==> src/rtl/bic_pkg.sv <==
package bic_pkg;

    localparam int unsigned WORD_W     = 16;
    localparam int unsigned WIN_ADDR_W = 6;
    localparam int unsigned SRC_COUNT  = 13;
    localparam int unsigned LEVEL_W    = 4;

    localparam logic [WIN_ADDR_W-1:0] OFF_ENABLE = 6'h00;
    localparam logic [WIN_ADDR_W-1:0] OFF_POWER  = 6'h30;
    localparam logic [WIN_ADDR_W-1:0] OFF_VER    = 6'h32;
    localparam logic [WIN_ADDR_W-1:0] OFF_GPO    = 6'h36;

    localparam logic [LEVEL_W-1:0] LEVEL_NONE = 4'hF;

    typedef enum logic {
        SD_IDLE = 1'b0,
        SD_FIRE = 1'b1
    } sd_state_e;

    // Status bit owned by the source with priority level lvl.
    function automatic logic [3:0] src_bit(input logic [3:0] lvl);
        logic [3:0] b;
        unique case (lvl)
            4'd0:    b = 4'd11;
            4'd1:    b = 4'd9;
            4'd2:    b = 4'd8;
            4'd3:    b = 4'd12;
            4'd4:    b = 4'd10;
            4'd5:    b = 4'd6;
            4'd6:    b = 4'd5;
            4'd7:    b = 4'd4;
            4'd8:    b = 4'd7;
            4'd9:    b = 4'd14;
            4'd10:   b = 4'd13;
            4'd11:   b = 4'd0;
            4'd12:   b = 4'd15;
            default: b = 4'd1;
        endcase
        return b;
    endfunction

    // Priority level carried by a status bit; unowned bits rank lowest.
    function automatic logic [3:0] bit_level(input logic [3:0] b);
        logic [3:0] l;
        unique case (b)
            4'd11:   l = 4'd0;
            4'd9:    l = 4'd1;
            4'd8:    l = 4'd2;
            4'd12:   l = 4'd3;
            4'd10:   l = 4'd4;
            4'd6:    l = 4'd5;
            4'd5:    l = 4'd6;
            4'd4:    l = 4'd7;
            4'd7:    l = 4'd8;
            4'd14:   l = 4'd9;
            4'd13:   l = 4'd10;
            4'd0:    l = 4'd11;
            4'd15:   l = 4'd12;
            default: l = LEVEL_NONE;
        endcase
        return l;
    endfunction

endpackage

==> src/rtl/bic_status_map.sv <==
module bic_status_map
    import bic_pkg::*;
#(
    parameter int unsigned NUM_SRC = SRC_COUNT,
    parameter int unsigned DATA_W  = WORD_W
) (
    input  logic [NUM_SRC-1:0] src_req,
    output logic [DATA_W-1:0]  status
);

    // Place each request at its fixed status position; unowned bits stay 0.
    always_comb begin
        status = '0;
        for (int k = 0; k < NUM_SRC; k++) begin
            status[src_bit(4'(k))] = src_req[k];
        end
    end

endmodule

==> src/rtl/bic_level_encoder.sv <==
module bic_level_encoder
    import bic_pkg::*;
#(
    parameter int unsigned DATA_W = WORD_W,
    parameter int unsigned LVL_W  = LEVEL_W
) (
    input  logic              clk,
    input  logic              rst_n,
    input  logic [DATA_W-1:0] status,
    input  logic [DATA_W-1:0] enable,
    output logic [LVL_W-1:0]  irl_code
);

    localparam logic [LVL_W-1:0] IDLE_LEVEL = {LVL_W{1'b1}};

    logic [DATA_W-1:0] pend;
    logic [LVL_W-1:0]  lvl_of [DATA_W];
    logic [LVL_W-1:0]  best;

    assign pend = status & enable;

    genvar g;
    generate
        for (g = 0; g < DATA_W; g++) begin : g_lvl
            assign lvl_of[g] = LVL_W'(bit_level(4'(g)));
        end
    endgenerate

    // Smallest level among pending bits; unowned bits rank as idle.
    always_comb begin
        best = IDLE_LEVEL;
        for (int b = 0; b < DATA_W; b++) begin
            if (pend[b] && (lvl_of[b] < best)) begin
                best = lvl_of[b];
            end
        end
    end

    always_ff @(posedge clk or negedge rst_n) begin
        if (!rst_n) begin
            irl_code <= '0;
        end else begin
            irl_code <= best ^ IDLE_LEVEL;
        end
    end

endmodule

==> src/rtl/bic_reg_window.sv <==
module bic_reg_window
    import bic_pkg::*;
#(
    parameter int unsigned ADDR_W  = WIN_ADDR_W,
    parameter int unsigned DATA_W  = WORD_W,
    parameter logic [15:0] VERSION = 16'h0010
) (
    input  logic              clk,
    input  logic              rst_n,
    input  logic              bus_sel,
    input  logic              bus_we,
    input  logic [ADDR_W-1:0] bus_addr,
    input  logic [DATA_W-1:0] bus_wdata,
    output logic [DATA_W-1:0] bus_rdata,
    output logic [DATA_W-1:0] mask_q,
    output logic [DATA_W-1:0] gpo_q,
    output logic              shutdown_pulse
);

    logic      wr_enable, wr_gpo, wr_power_arm;
    sd_state_e sd_state, sd_next;

    assign wr_enable    = bus_sel && bus_we && (bus_addr == ADDR_W'(OFF_ENABLE));
    assign wr_gpo       = bus_sel && bus_we && (bus_addr == ADDR_W'(OFF_GPO));
    assign wr_power_arm = bus_sel && bus_we && (bus_addr == ADDR_W'(OFF_POWER))
                          && bus_wdata[0];

    always_ff @(posedge clk or negedge rst_n) begin
        if (!rst_n) begin
            mask_q <= '0;
            gpo_q  <= '0;
        end else begin
            if (wr_enable) mask_q <= bus_wdata;
            if (wr_gpo)    gpo_q  <= bus_wdata;
        end
    end

    // Shutdown sequencer: state register
    always_ff @(posedge clk or negedge rst_n) begin
        if (!rst_n) sd_state <= SD_IDLE;
        else        sd_state <= sd_next;
    end

    // Shutdown sequencer: transitions ARM and DONE
    always_comb begin
        sd_next = sd_state;
        unique case (sd_state)
            SD_IDLE: if (wr_power_arm) sd_next = SD_FIRE;
            SD_FIRE: sd_next = SD_IDLE;
            default: sd_next = SD_IDLE;
        endcase
    end

    // Shutdown sequencer: outputs
    always_comb begin
        unique case (sd_state)
            SD_FIRE: shutdown_pulse = 1'b1;
            default: shutdown_pulse = 1'b0;
        endcase
    end

    // Read mux; power control and unowned offsets return zero.
    always_comb begin
        bus_rdata = '0;
        if (bus_sel && !bus_we) begin
            if (bus_addr == ADDR_W'(OFF_ENABLE))   bus_rdata = mask_q;
            else if (bus_addr == ADDR_W'(OFF_GPO)) bus_rdata = gpo_q;
            else if (bus_addr == ADDR_W'(OFF_VER)) bus_rdata = DATA_W'(VERSION);
        end
    end

endmodule

==> src/rtl/board_irq_aggregator.sv <==
module board_irq_aggregator
    import bic_pkg::*;
#(
    parameter int unsigned NUM_SRC = SRC_COUNT,
    parameter int unsigned ADDR_W  = WIN_ADDR_W,
    parameter int unsigned DATA_W  = WORD_W,
    parameter int unsigned LVL_W   = LEVEL_W,
    parameter logic [15:0] VERSION = 16'h0010
) (
    input  logic               clk,
    input  logic               rst_n,
    input  logic [NUM_SRC-1:0] src_req,
    input  logic               bus_sel,
    input  logic               bus_we,
    input  logic [ADDR_W-1:0]  bus_addr,
    input  logic [DATA_W-1:0]  bus_wdata,
    output logic [DATA_W-1:0]  bus_rdata,
    output logic [LVL_W-1:0]   irl_code,
    output logic [DATA_W-1:0]  gpo,
    output logic               shutdown_pulse
);

    logic [DATA_W-1:0] status_w;
    logic [DATA_W-1:0] mask_q;

    bic_status_map #(.NUM_SRC(NUM_SRC), .DATA_W(DATA_W)) u_map (
        .src_req (src_req),
        .status  (status_w)
    );

    bic_reg_window #(.ADDR_W(ADDR_W), .DATA_W(DATA_W), .VERSION(VERSION)) u_regs (
        .clk            (clk),
        .rst_n          (rst_n),
        .bus_sel        (bus_sel),
        .bus_we         (bus_we),
        .bus_addr       (bus_addr),
        .bus_wdata      (bus_wdata),
        .bus_rdata      (bus_rdata),
        .mask_q         (mask_q),
        .gpo_q          (gpo),
        .shutdown_pulse (shutdown_pulse)
    );

    bic_level_encoder #(.DATA_W(DATA_W), .LVL_W(LVL_W)) u_enc (
        .clk      (clk),
        .rst_n    (rst_n),
        .status   (status_w),
        .enable   (mask_q),
        .irl_code (irl_code)
    );

endmodule

==> config.mk <==
export PLATFORM = sky130hd
export DESIGN_NAME = board_irq_aggregator
export DESIGN_NICKNAME = d
export VERILOG_FILES = /design/src/rtl/bic_pkg.sv /design/src/rtl/bic_status_map.sv /design/src/rtl/bic_level_encoder.sv /design/src/rtl/bic_reg_window.sv /design/src/rtl/board_irq_aggregator.sv
export SDC_FILE = /design/constraint.sdc
export NUM_CORES = 1
export LEC_CHECK = 0
export ABC_AREA = 1
export BUFFER_PORTS_ARGS = -buffer_cell sky130_fd_sc_hd__buf_2
export CAP_MARGIN = 40
export CORE_MARGIN = 2
export CORE_UTILIZATION = 49
export DETAILED_ROUTE_END_ITERATION = 6
export HOLD_SLACK_MARGIN = 0.12
export MAX_ROUTING_LAYER = met4
export PLACE_DENSITY = 0.8
export SYNTH_ARGS = -nofsm -noshare
export SYNTH_HDL_FRONTEND = slang
export SYNTH_SLANG_ARGS = --single-unit
==> constraint.sdc <==
create_clock -name clk -period 1.46 [get_ports clk]
set_input_delay 0.219 -clock clk [delete_from_list [all_inputs] [get_ports clk]]
set_output_delay 0.219 -clock clk [all_outputs]
set_load 0.03 [all_outputs]
* After elaboration in Yosys (flattened, before gate mapping)
Cells that the tools add are included.
Storage, ports and cells: logic and storage cells 71, register bits 37, bits of input ports 39, latch bits 0, bits in read-only memories 0, RAM bits 0, memories 0, output and inout bits 37
Operators by class: muxes and demuxes 23, bitwise operators 3, reductions and logical operators 23, shift operators 0, $lt $le $gt $ge 15, multipliers 0, equality and inequality tests 3, $add $sub $neg 0, divide/modulo/power cells 0
Operator list (number):
- 4-bit 2-to-1 mux | 15
- 16-bit 2-to-1 mux | 3
- 4-bit < comparator (first input constant) | 7
- 1-bit logical AND | 21
- 6-bit equality test (second input constant) | 3
- 16-bit AND | 1
- 3-bit by 4-bit < comparator with 1-bit output (first input constant) | 4
- 1-bit by 4-bit < comparator with 1-bit output (first input constant) | 2
- 2-bit by 4-bit < comparator with 1-bit output (first input constant) | 2
- 6-bit zero test | 1
- 5-bit 2-to-1 mux | 1
- 4-bit inverter | 1
- 3-bit 2-to-1 mux | 1
- 1-bit 2-to-1 mux | 2
- 1-bit case mux with 2 select lines | 1
- 1-bit zero test | 1
- 1-bit inverter | 1

* Logic depth before layout (Yosys ltp)
Gate-level depths: netlist of the first run.
word-level depth 48, mapped depth 12, mapped depth without buffers 12

* By module
Synthesis of the first run repeated with hierarchy kept, for this count alone.
Second synthesis, totals: cells, all modules 279, area, all modules 2234.6 µm²
By module, submodules not included:
- bic_reg_window | sequential area each 825.8 µm², cells an instance 203, area each 1704.1 µm², instances 1
- bic_level_encoder | sequential area each 100.1 µm², cells an instance 59, area each 406.6 µm², instances 1
- bic_status_map | sequential area each 0.0 µm², cells an instance 17, area each 123.9 µm², instances 1

* Worst setup path after synthesis of the first run
No wires, ideal clock.
path type input port to output port, start input bus_addr[3], end output bus_rdata[15], path buffers 2, stages 7, required time 1.241 ns, slack -0.413 ns, arrival 1.654 ns, cells stage by stage nor2_2 -> nand2_1 -> nor3_2 -> buf_6 -> inv_4 -> buf_6 -> a211oi_1
On the way: cells in the longest elaborated chain, start to end 4, elaborated cells between the ends (all ways) 5, classes of those cells 1 x eq/ne; 3 x mux; 1 x reduce/logical
Ends and longest elaborated chain:
- start: declaration | line board_irq_aggregator.sv:15 | input logic [ADDR_W-1:0] bus_addr,
- 6-bit equality test | line bic_reg_window.sv:67 | else if (bus_addr == ADDR_W'(OFF_GPO)) bus_rdata = gpo_q;
- 16-bit 2-to-1 mux | line bic_reg_window.sv:67
- 16-bit 2-to-1 mux * | line bic_reg_window.sv:66 | if (bus_addr == ADDR_W'(OFF_ENABLE)) bus_rdata = mask_q;
- 16-bit 2-to-1 mux * | line bic_reg_window.sv:65 | if (bus_sel && !bus_we) begin
- end: declaration | line board_irq_aggregator.sv:17 | output logic [DATA_W-1:0] bus_rdata,
Mark *: on every way between the ends. The rest lies on a longest branch, timed or not.

* Worst setup path in the final report of the first run
start input bus_addr[0], end output bus_rdata[14]
The elaborated chain is that of the path after synthesis.

==> results of run 1 <==
## how the worst max path moves through the flow
stage	startpoint	end	slack, ns	depth (start not counted)
finish	bus_addr[0]	bus_rdata[14]	-0.16	9
global placement	bus_addr[1]	bus_rdata[8]	-0.19	8
floorplan	bus_addr[0]	bus_rdata[8]	-0.10	6
CTS	bus_addr[0]	bus_rdata[1]	-0.15	8
global route	bus_addr[1]	bus_rdata[14]	-0.22	9
detailed placement	bus_addr[1]	bus_rdata[1]	-0.20	9
## worst min-delay path: stages
cell and delay (ns):
buf_2 0.09, inv_1 0.05, o21ai_1 0.06
## routing by layer
layer	vias up	part of all wire, %
met2	60	53
met4	0	1.6
li1	980	-
met3	10	4.6
met5	-	0
met1	949	41
## per-stage QoR
step / area, um^2 / TNS [ns] / total power, W
detailed placement: 2688 / -3.706 / 0.001774
finish: 3003 / -1.986 / 0.002585
global placement: 2688 / -2.720 / 0.001757
floorplan: 2133 / -0.8805 / 0.001539
global route: 3003 / -3.219 / 0.002714
CTS: 2932 / -1.931 / 0.002564
## registers in the layout, summed over array words and instances (netlist names)
register	count
u_regs.sd_state	1
u_enc.irl_code	4
u_regs.gpo_q	16
u_regs.mask_q	16
## kinds of logic after synthesis
kind of cell | after synthesis | share of synthesized area [%]
buf+inv | 38 | 9.601
simple gates | 123 | 27.42
compound gates | 51 | 16.23
flops | 37 | 46.75
## cells in the final DEF (no fill, tap or decap), drive strengths merged
cell type / n
a211oi: 7
a21oi: 9
a32oi: 1
buf: 95
clkbuf: 7
clkinv: 1
dfrtp: 37
dlygate4sd3: 1
inv: 28
nand2: 90
nand3: 11
nand3b: 1
nand4: 4
nor2: 15
nor3: 1
nor3b: 1
o211ai: 1
o21ai: 33
## layout make-up
cell class              count  area share (%)
multi-input cells         174           35.92
flip-flops and latches     37           30.83
repair buffers             96           23.96
inverters                  28           3.833
clock buffers               7           3.208
well taps                  50           2.083
clock inverters             1          0.1667
## what timing repair did
item	4_1_cts	5_1_grt
endpoints found under the hold margin	37	0
cloned	0	0
hold buffers	1	0
endpoints found under the setup margin	17	19
pin swaps	2	4
resized for setup	45	15
buffers inserted	0	3
## power groups by stage
stage                     sequential [W]  clock, W  combinational, W
final                            0.00120  0.000783          0.000606
after global routing             0.00121  0.000838          0.000667
after CTS                        0.00119  0.000793          0.000579
after detailed placement         0.00121         0          0.000567
after global placement           0.00120         0          0.000554
after floorplan                  0.00133         0          0.000209
==> flow_summary.ini, run 1 <==
[global_route]
grt_pass1_wl_mm = 8.245
antenna_found_initial = 0
grt_pass1_vias = 1858
use_met1_pct = 29.87
gr-total-overflow = 0
gr-usage-met3_pct = 5.500
grt_usage_pct = 25.15
grt_max_degree = 38
busiest_layer = met2
use_met2_pct = 42.89

[synth]
synth_area_leader_cell = dfrtp_1
synthFlopType = dfrtp_1
synth_edf_count = 0
yosysUniqueCellTypes = 26
synthesis.nets = 288
post-synth-top-count-cell = nand2_1
synth.top_cells.by_count = nand2_1 (87), dfrtp_1 (37), inv_1 (26)
seq_area_frac_synth_pct = 46.75
async_flop_share_pct = 100.0
synth_seq_cells = 37
yosys_warnings = 0
postSynthAreaPerCell_um2 = 7.954
netlist_top_cells_area = dfrtp_1 (47%), nand2_1 (16%), inv_1 (4.9%)
mappedNetlistArea_um2 = 1981
netlist_instances = 249
synth_top_area_share_pct = 46.75

[clock_network]
cts_buffer_depth = 2
clockRootBuffer = clkbuf_8
cts.clk_slew.worst_paths_ns = 0.07
clock_latency_ns = 0.29
cts_tree = done
clock_sinks = 37
htreeDepth = 2
numCtsBuffers = 5

[place]
dp.cells = 381
gp_congestion = 0.8606
hpwlAfterDp_mm = 3.642
place_ws_ns = -0.2036
io_buffers = 75

[pwr]
combPwrFrac_pct = 23.5
p_int_w = 0.001773
clockPowerShare_pct = 30.3
p_switching_w = 0.0008126
vdd_drop_max_mv = 0.7428
power_switching_share_pct = 31.43
pwr-share-seq_pct = 46.3
cellLeakagePower_nw = 1.563
power_density_nw_per_um2 = 861.0

[sta]
fin_crit_sh_pct = 111.0
finalSetupViolCount = 16
grt_setup_unrepaired = yes
hold_violations = 0
timing.hold.ws_ns = 0.1680
max-slew-margin-rel_pct = 73.54
skew_ns = 0.005226
fmaxAchievable_mhz = 617.0
slew_violations = 0
tightest_slew_ns = 0.3969
min_period_ns = 1.621
finalWorstSetupSlack_ns = -0.1608

[critical_path]
start_kind = input pin
crit_path_end_kind = output port
r2r_setup_slack_ns = 0.01
reg2reg_to = u_enc.irl_code[0]
critPathBufInv = 4
path_cells = buf_4 > nor2_4 > nand2_2 > nor3b_4 > buf_12 > buf_12 > nand2_2 > a21oi_2 > buf_6
arrival_ns = 1.40
worstSetupPathType = in -> out
timing.rr.start = u_regs.mask_q[8]
cp_top_family = buffers and inverters
critPathMaxStageDelay_ns = 0.20
ff2ff_path_depth = 11
cp.required_ns = 1.24
crit_fanout = 14
cp_slowest_cell = nor3b_4

[route]
drt_iter0_markers = 169
via_per_inst = 5.087
wl_mm = 5.315
drtAntennaViolNets = 0
route.vias.total = 1999
first_pass_iters = 4
drc_errors = 0
wire_per_inst_um = 13.52

[hold_path]
hold_depth = 3
hold_end = u_regs.gpo_q[13]
min_from = bus_wdata[13]
min-delay-path-class = in -> reg

[finish]
area_growth_pct = 51.61
nFillCells = 276
multi_input_area_um2 = 1079
nets = 381
layout.cells.non_filler = 393
utilization_pct = 76.17
drive_above_1_share_pct = 47.23
seq_area_um2 = 925.9
antenna_cells = 0

[die]
rows = 23
core_um2 = 3943
die_area_um2 = 4566
io_pins = 76
initial_utilization_pct = 50.24
die_h_um = 67.58
dieWidth_um = 67.58

[status]
violations = negative setup slack
outcome = complete, but fails checks

[job]
maxCapViolations = 0
Note: power is estimated with default switching activity, not from simulation.
==> run 2, diff against run 1 <==
- CORE_ASPECT_RATIO: unset -> 1.25
- clock period: 1.46 -> 1.8 ns (I/O delays scaled with it)
==> run 2 against run 1 <==
Net effect: the flow now finishes without violations; cell count is 2.5% lower; utilization decreased by 9.2 points; final area shrank 15%; largest power group unchanged; sequential power shrank 20%; hold slack better by 0.062 ns; non-clock buffer count is 13 lower; clock power down 26%.
==> flow_summary.ini, run 2 (same netlist as run 1, synthesis figures left out) <==
[place]
hpwlAfterDp_mm = 3.410
gp_congestion = 0.8760
place_ws_ns = 0.04824
io_buffers = 75

[die]
dieWidth_um = 60.87
io_pins = 76
core_um2 = 3816
die_h_um = 75.08
initial_utilization_pct = 51.90
die_area_um2 = 4570
rows = 25

[sta]
tightest_slew_ns = 0.3900
fmaxAchievable_mhz = 569.6
max-slew-margin-rel_pct = 73.98
fin_crit_sh_pct = 97.54
slew_violations = 0
skew_ns = 0.004294
tns_ns = 0
min_period_ns = 1.756
hold_violations = 0
finalWorstSetupSlack_ns = 0.04427
finalSetupViolCount = 0

[finish]
reg.largest.list = u_regs.gpo_q: 16 flops, u_regs.mask_q: 16 flops, u_enc.irl_code: 4 flops
seq_area_um2 = 925.9
multi_input_area_um2 = 887.1
nFillCells = 357
layout_commonest_cell = nand2_1
layout_common_cells = nand2_1 (86), buf_2 (70), dfrtp_1 (37), inv_1 (26), o21ai_0 (17)
antenna_cells = 0
area_growth_pct = 28.93
drive_above_1_share_pct = 34.65
nets = 368

[critical_path]
ff2ff_path_depth = 10
crit_fanout = 14
arrival_ns = 1.49
crit_path_end_kind = output port
cp.required_ns = 1.53
start_kind = input pin
worstSetupPathType = in -> out

[route]
wire_per_inst_um = 12.05
drt_iter0_markers = 64
wl_mm = 4.616
wl_met2_mm = 2.385
wl_met3_um = 248
dr.max_layer_used = met4
first_pass_iters = 4
drtAntennaViolNets = 0
drt-met1-wl_mm = 1.851
route.vias.total = 1889
drc_errors = 0
via_per_inst = 4.932

[pwr]
vdd_drop_max_mv = 0.4735
cellLeakagePower_nw = 1.433
power_density_nw_per_um2 = 767.2

[global_route]
grt_max_degree = 36
grt_pass1_wl_mm = 7.438
antenna_found_initial = 0
grt_pass1_vias = 1736
gr-total-overflow = 0
grt_usage_pct = 22.96

[status]
outcome = finished, final reports clean

[job]
maxCapViolations = 0

[clock_network]
cts_tree = done
cts_setup_buffers = 0
htreeDepth = 2
clock_latency_ns = 0.29
clockRootBuffer = clkbuf_8
cts.clk_slew.worst_paths_ns = 0.07
numCtsBuffers = 5
cts_buffer_depth = 2
clock_sinks = 37

[hold_path]
min-delay-path-class = in -> reg
hold_depth = 3
run 2: routing by layer:
layer  vias up  GRT usage [%]
met1       861          26.34
met3        12          5.326
met2        58          37.75
li1        958              -
met4         0          10.39
met5         -              -
run 2: metrics by stage:
step                      util (%)  hold slack, ns  total power (W)  cells  area [um^2]
after global placement       63.38         0.07783         0.001383    375         2419
after detailed placement     63.38         0.07847         0.001393    375         2419
final                        66.92          0.2302         0.001959    383         2554
after global routing         66.92          0.2407         0.002077    383         2554
after floorplan                  -        -0.02559         0.001236    249         1981
after CTS                    65.90          0.2265         0.001973    383         2515
run 2: critical path, stage by stage:
cell,delay (ns)
buf_2,0.12
nor2_2,0.12
nand2_1,0.08
nor3_2,0.15
buf_6,0.17
inv_4,0.09
a211oi_2,0.24
buf_2,0.23
run 2: cell type report:
type / count / area share (%)
sequential: 37 / 36.26
multi-input combinational: 174 / 34.74
timing repair buffer: 83 / 18.77
inverter: 28 / 4.214
clock buffer: 7 / 3.381
tap: 54 / 2.646
run 2: what timing repair did:
action	in CTS	in global routing
endpoints found under the setup margin	0	5
gates resized for setup	0	11
endpoints found under the hold margin	37	0
hold buffers	1	0
run 2: worst paths after layout:
path / slack, ns / endpoint / from
worst min register to register: 0.49 / u_regs.mask_q[1] / u_regs.mask_q[1]
worst max-delay path: 0.04 / bus_rdata[8] / bus_addr[3]
min in group asynchronous: 0.32 / u_regs.gpo_q[2] / rst_n
worst min-delay path: 0.23 / u_regs.gpo_q[8] / bus_wdata[8]
max in group asynchronous: 1.10 / u_regs.mask_q[3] / rst_n
worst max register to register: 0.27 / u_enc.irl_code[0] / u_regs.mask_q[6]
run 2: power breakdown:
| part | switching, W | internal [W] |
|---|---|---|
| Clock | 0.000277 | 0.000304 |
| Combinational | 0.000273 | 0.000143 |
| Sequential | 0.0000503 | 0.000912 |
==> run 3, diff against run 2 <==
- CORE_UTILIZATION: 49 -> 44
- PLACE_DENSITY: 0.8 -> 0.76
- SKIP_LAST_GASP: unset -> 1
- clock period: 1.8 -> 1.6 ns (I/O delays scaled with it)
==> run 3 against run 2 <==
Net effect: worst setup slack got worse by 0.10 ns; the flow now finishes with violations (negative setup slack); flip-flop and latch count unchanged; largest power group unchanged; clock skew about the same; non-clock buffer count increased by 9.
==> flow_summary.ini, run 3 (same netlist as run 1, synthesis figures left out) <==
[route]
first_pass_iters = 4
wire_per_inst_um = 12.52
drc_errors = 0
via_per_inst = 4.770
drtAntennaViolNets = 0
drt_iter0_markers = 85
wl_mm = 4.956
route.vias.total = 1889

[finish]
layout_common_cells = nand2_1 (83), buf_2 (59), dfrtp_1 (37), inv_1 (26), buf_4 (18)
layout_commonest_cell = nand2_1
multi_input_area_um2 = 996.0
antenna_cells = 0
utilization_pct = 65.00
reg.largest.list = u_regs.gpo_q: 16 flops, u_regs.mask_q: 16 flops, u_enc.irl_code: 4 flops
area_growth_pct = 43.02
seq_area_um2 = 925.9
nets = 377
drive_above_1_share_pct = 41.42
nFillCells = 391

[critical_path]
reg2reg_to = u_enc.irl_code[0]
ff2ff_path_depth = 10
crit_end = bus_rdata[10]
arrival_ns = 1.42
crit_path_end_kind = output port
cp.required_ns = 1.36
r2r_setup_slack_ns = 0.12
crit_start = bus_addr[1]
worstSetupPathType = in -> out
start_kind = input pin
crit_fanout = 11
timing.rr.start = u_regs.mask_q[5]

[sta]
max-slew-margin-rel_pct = 66.61
tns_ns = -0.2551
fin_crit_sh_pct = 103.6
finalSetupViolCount = 12
slew_violations = 0
grt_setup_unrepaired = yes
min_period_ns = 1.657
skew_ns = 0.004333
finalWorstSetupSlack_ns = -0.05719
hold_violations = 0
tightest_slew_ns = 0.5009
fmaxAchievable_mhz = 603.4

[clock_network]
numCtsBuffers = 5
cts.clk_slew.worst_paths_ns = 0.06
cts_tree = done
cts_buffer_depth = 2
clockRootBuffer = clkbuf_8
htreeDepth = 2
clock_latency_ns = 0.28
clock_sinks = 37

[global_route]
grt_max_degree = 33
grt_usage_pct = 22.64
antenna_found_initial = 0
gr-total-overflow = 0
grt_pass1_wl_mm = 8.638
grt_pass1_vias = 1965

[place]
hpwlAfterDp_mm = 3.732
gp_congestion = 0.8258
io_buffers = 75

[status]
outcome = complete, but fails checks
violations = negative setup slack

[pwr]
p_int_w = 0.001555
power_switching_share_pct = 30.85
pwr-share-seq_pct = 48.2
cellLeakagePower_nw = 1.498
p_switching_w = 0.0006938
power_density_nw_per_um2 = 793.9
combPwrFrac_pct = 22.9
clockPowerShare_pct = 28.9
vdd_drop_max_mv = 0.5487

[die]
initial_utilization_pct = 45.45
die_h_um = 79.01
io_pins = 76
rows = 27
core_um2 = 4358
dieWidth_um = 64.01
die_area_um2 = 5057

[hold_path]
min-delay-path-class = in -> reg
hold_depth = 3

[job]
maxCapViolations = 0
-- run 3: per-stage QoR --
| stage | instances | instance area [um^2] | hold WS (ns) | setup WS, ns | total power (W) |
|---|---|---|---|---|---|
| finish | 396 | 2833 | 0.2072 | -0.05719 | 0.002249 |
| global route | 396 | 2833 | 0.2114 | -0.1499 | 0.002377 |
| CTS | 394 | 2803 | 0.2014 | -0.06945 | 0.002248 |
| detailed placement | 386 | 2623 | 0.2278 | -0.09387 | 0.001590 |
| global placement | 386 | 2623 | 0.2181 | -0.1094 | 0.001580 |
| floorplan | 249 | 2090 | -0.05559 | -0.06657 | 0.001400 |
-- run 3: timing repair --
item                                    CTS  global route
pin swaps                                 1             2
hold buffers                              1             0
buffers inserted                          0             2
resized for setup                        29             5
endpoints found under the setup margin   16            18
endpoints found under the hold margin    21             0
-- run 3: how the worst min path moves through the flow --
stage	from	to	slack, ns
finish	bus_wdata[8]	u_regs.gpo_q[8]	0.21
global route	bus_wdata[3]	u_regs.gpo_q[3]	0.21
CTS	bus_wdata[8]	u_regs.gpo_q[8]	0.20
detailed placement	rst_n	u_regs.gpo_q[1]	0.23
global placement	rst_n	u_regs.gpo_q[2]	0.22
floorplan	rst_n	u_enc.irl_code[0]	-0.06
-- run 3: critical path, stage by stage --
cell     delay [ns]
buf_2          0.09
inv_1          0.05
nor2_4         0.09
nand2_2        0.07
nor3b_4        0.21
buf_12         0.17
buf_4          0.13
nand2_1        0.06
a21oi_2        0.15
buf_6          0.15
-- run 3: cell type report --
class / count / share of cell area (%)
Clock buffer: 7 / 3.048
Inverter: 28 / 3.887
Multi-Input combinational cell: 174 / 35.16
Sequential cell: 37 / 32.69
Tap cell: 58 / 2.562
Timing Repair Buffer: 92 / 22.66
-- run 3: power groups by stage --
stage	clock, W	combinational [W]	sequential (W)
global route	0.000706	0.000574	0.00110
CTS	0.000668	0.000497	0.00108
finish	0.000650	0.000515	0.00108
detailed placement	0	0.000491	0.00110
global placement	0	0.000482	0.00110
floorplan	0	0.000186	0.00121
-- run 3: routing by layer --
metal / vias up / track usage [%] / part of all wire [%]
met1: 859 / 25.25 / 41
met4: 0 / 9.348 / 2.0
met2: 50 / 40.42 / 53
li1: 970 / - / -
met5: - / - / 0
met3: 10 / 3.116 / 4.5
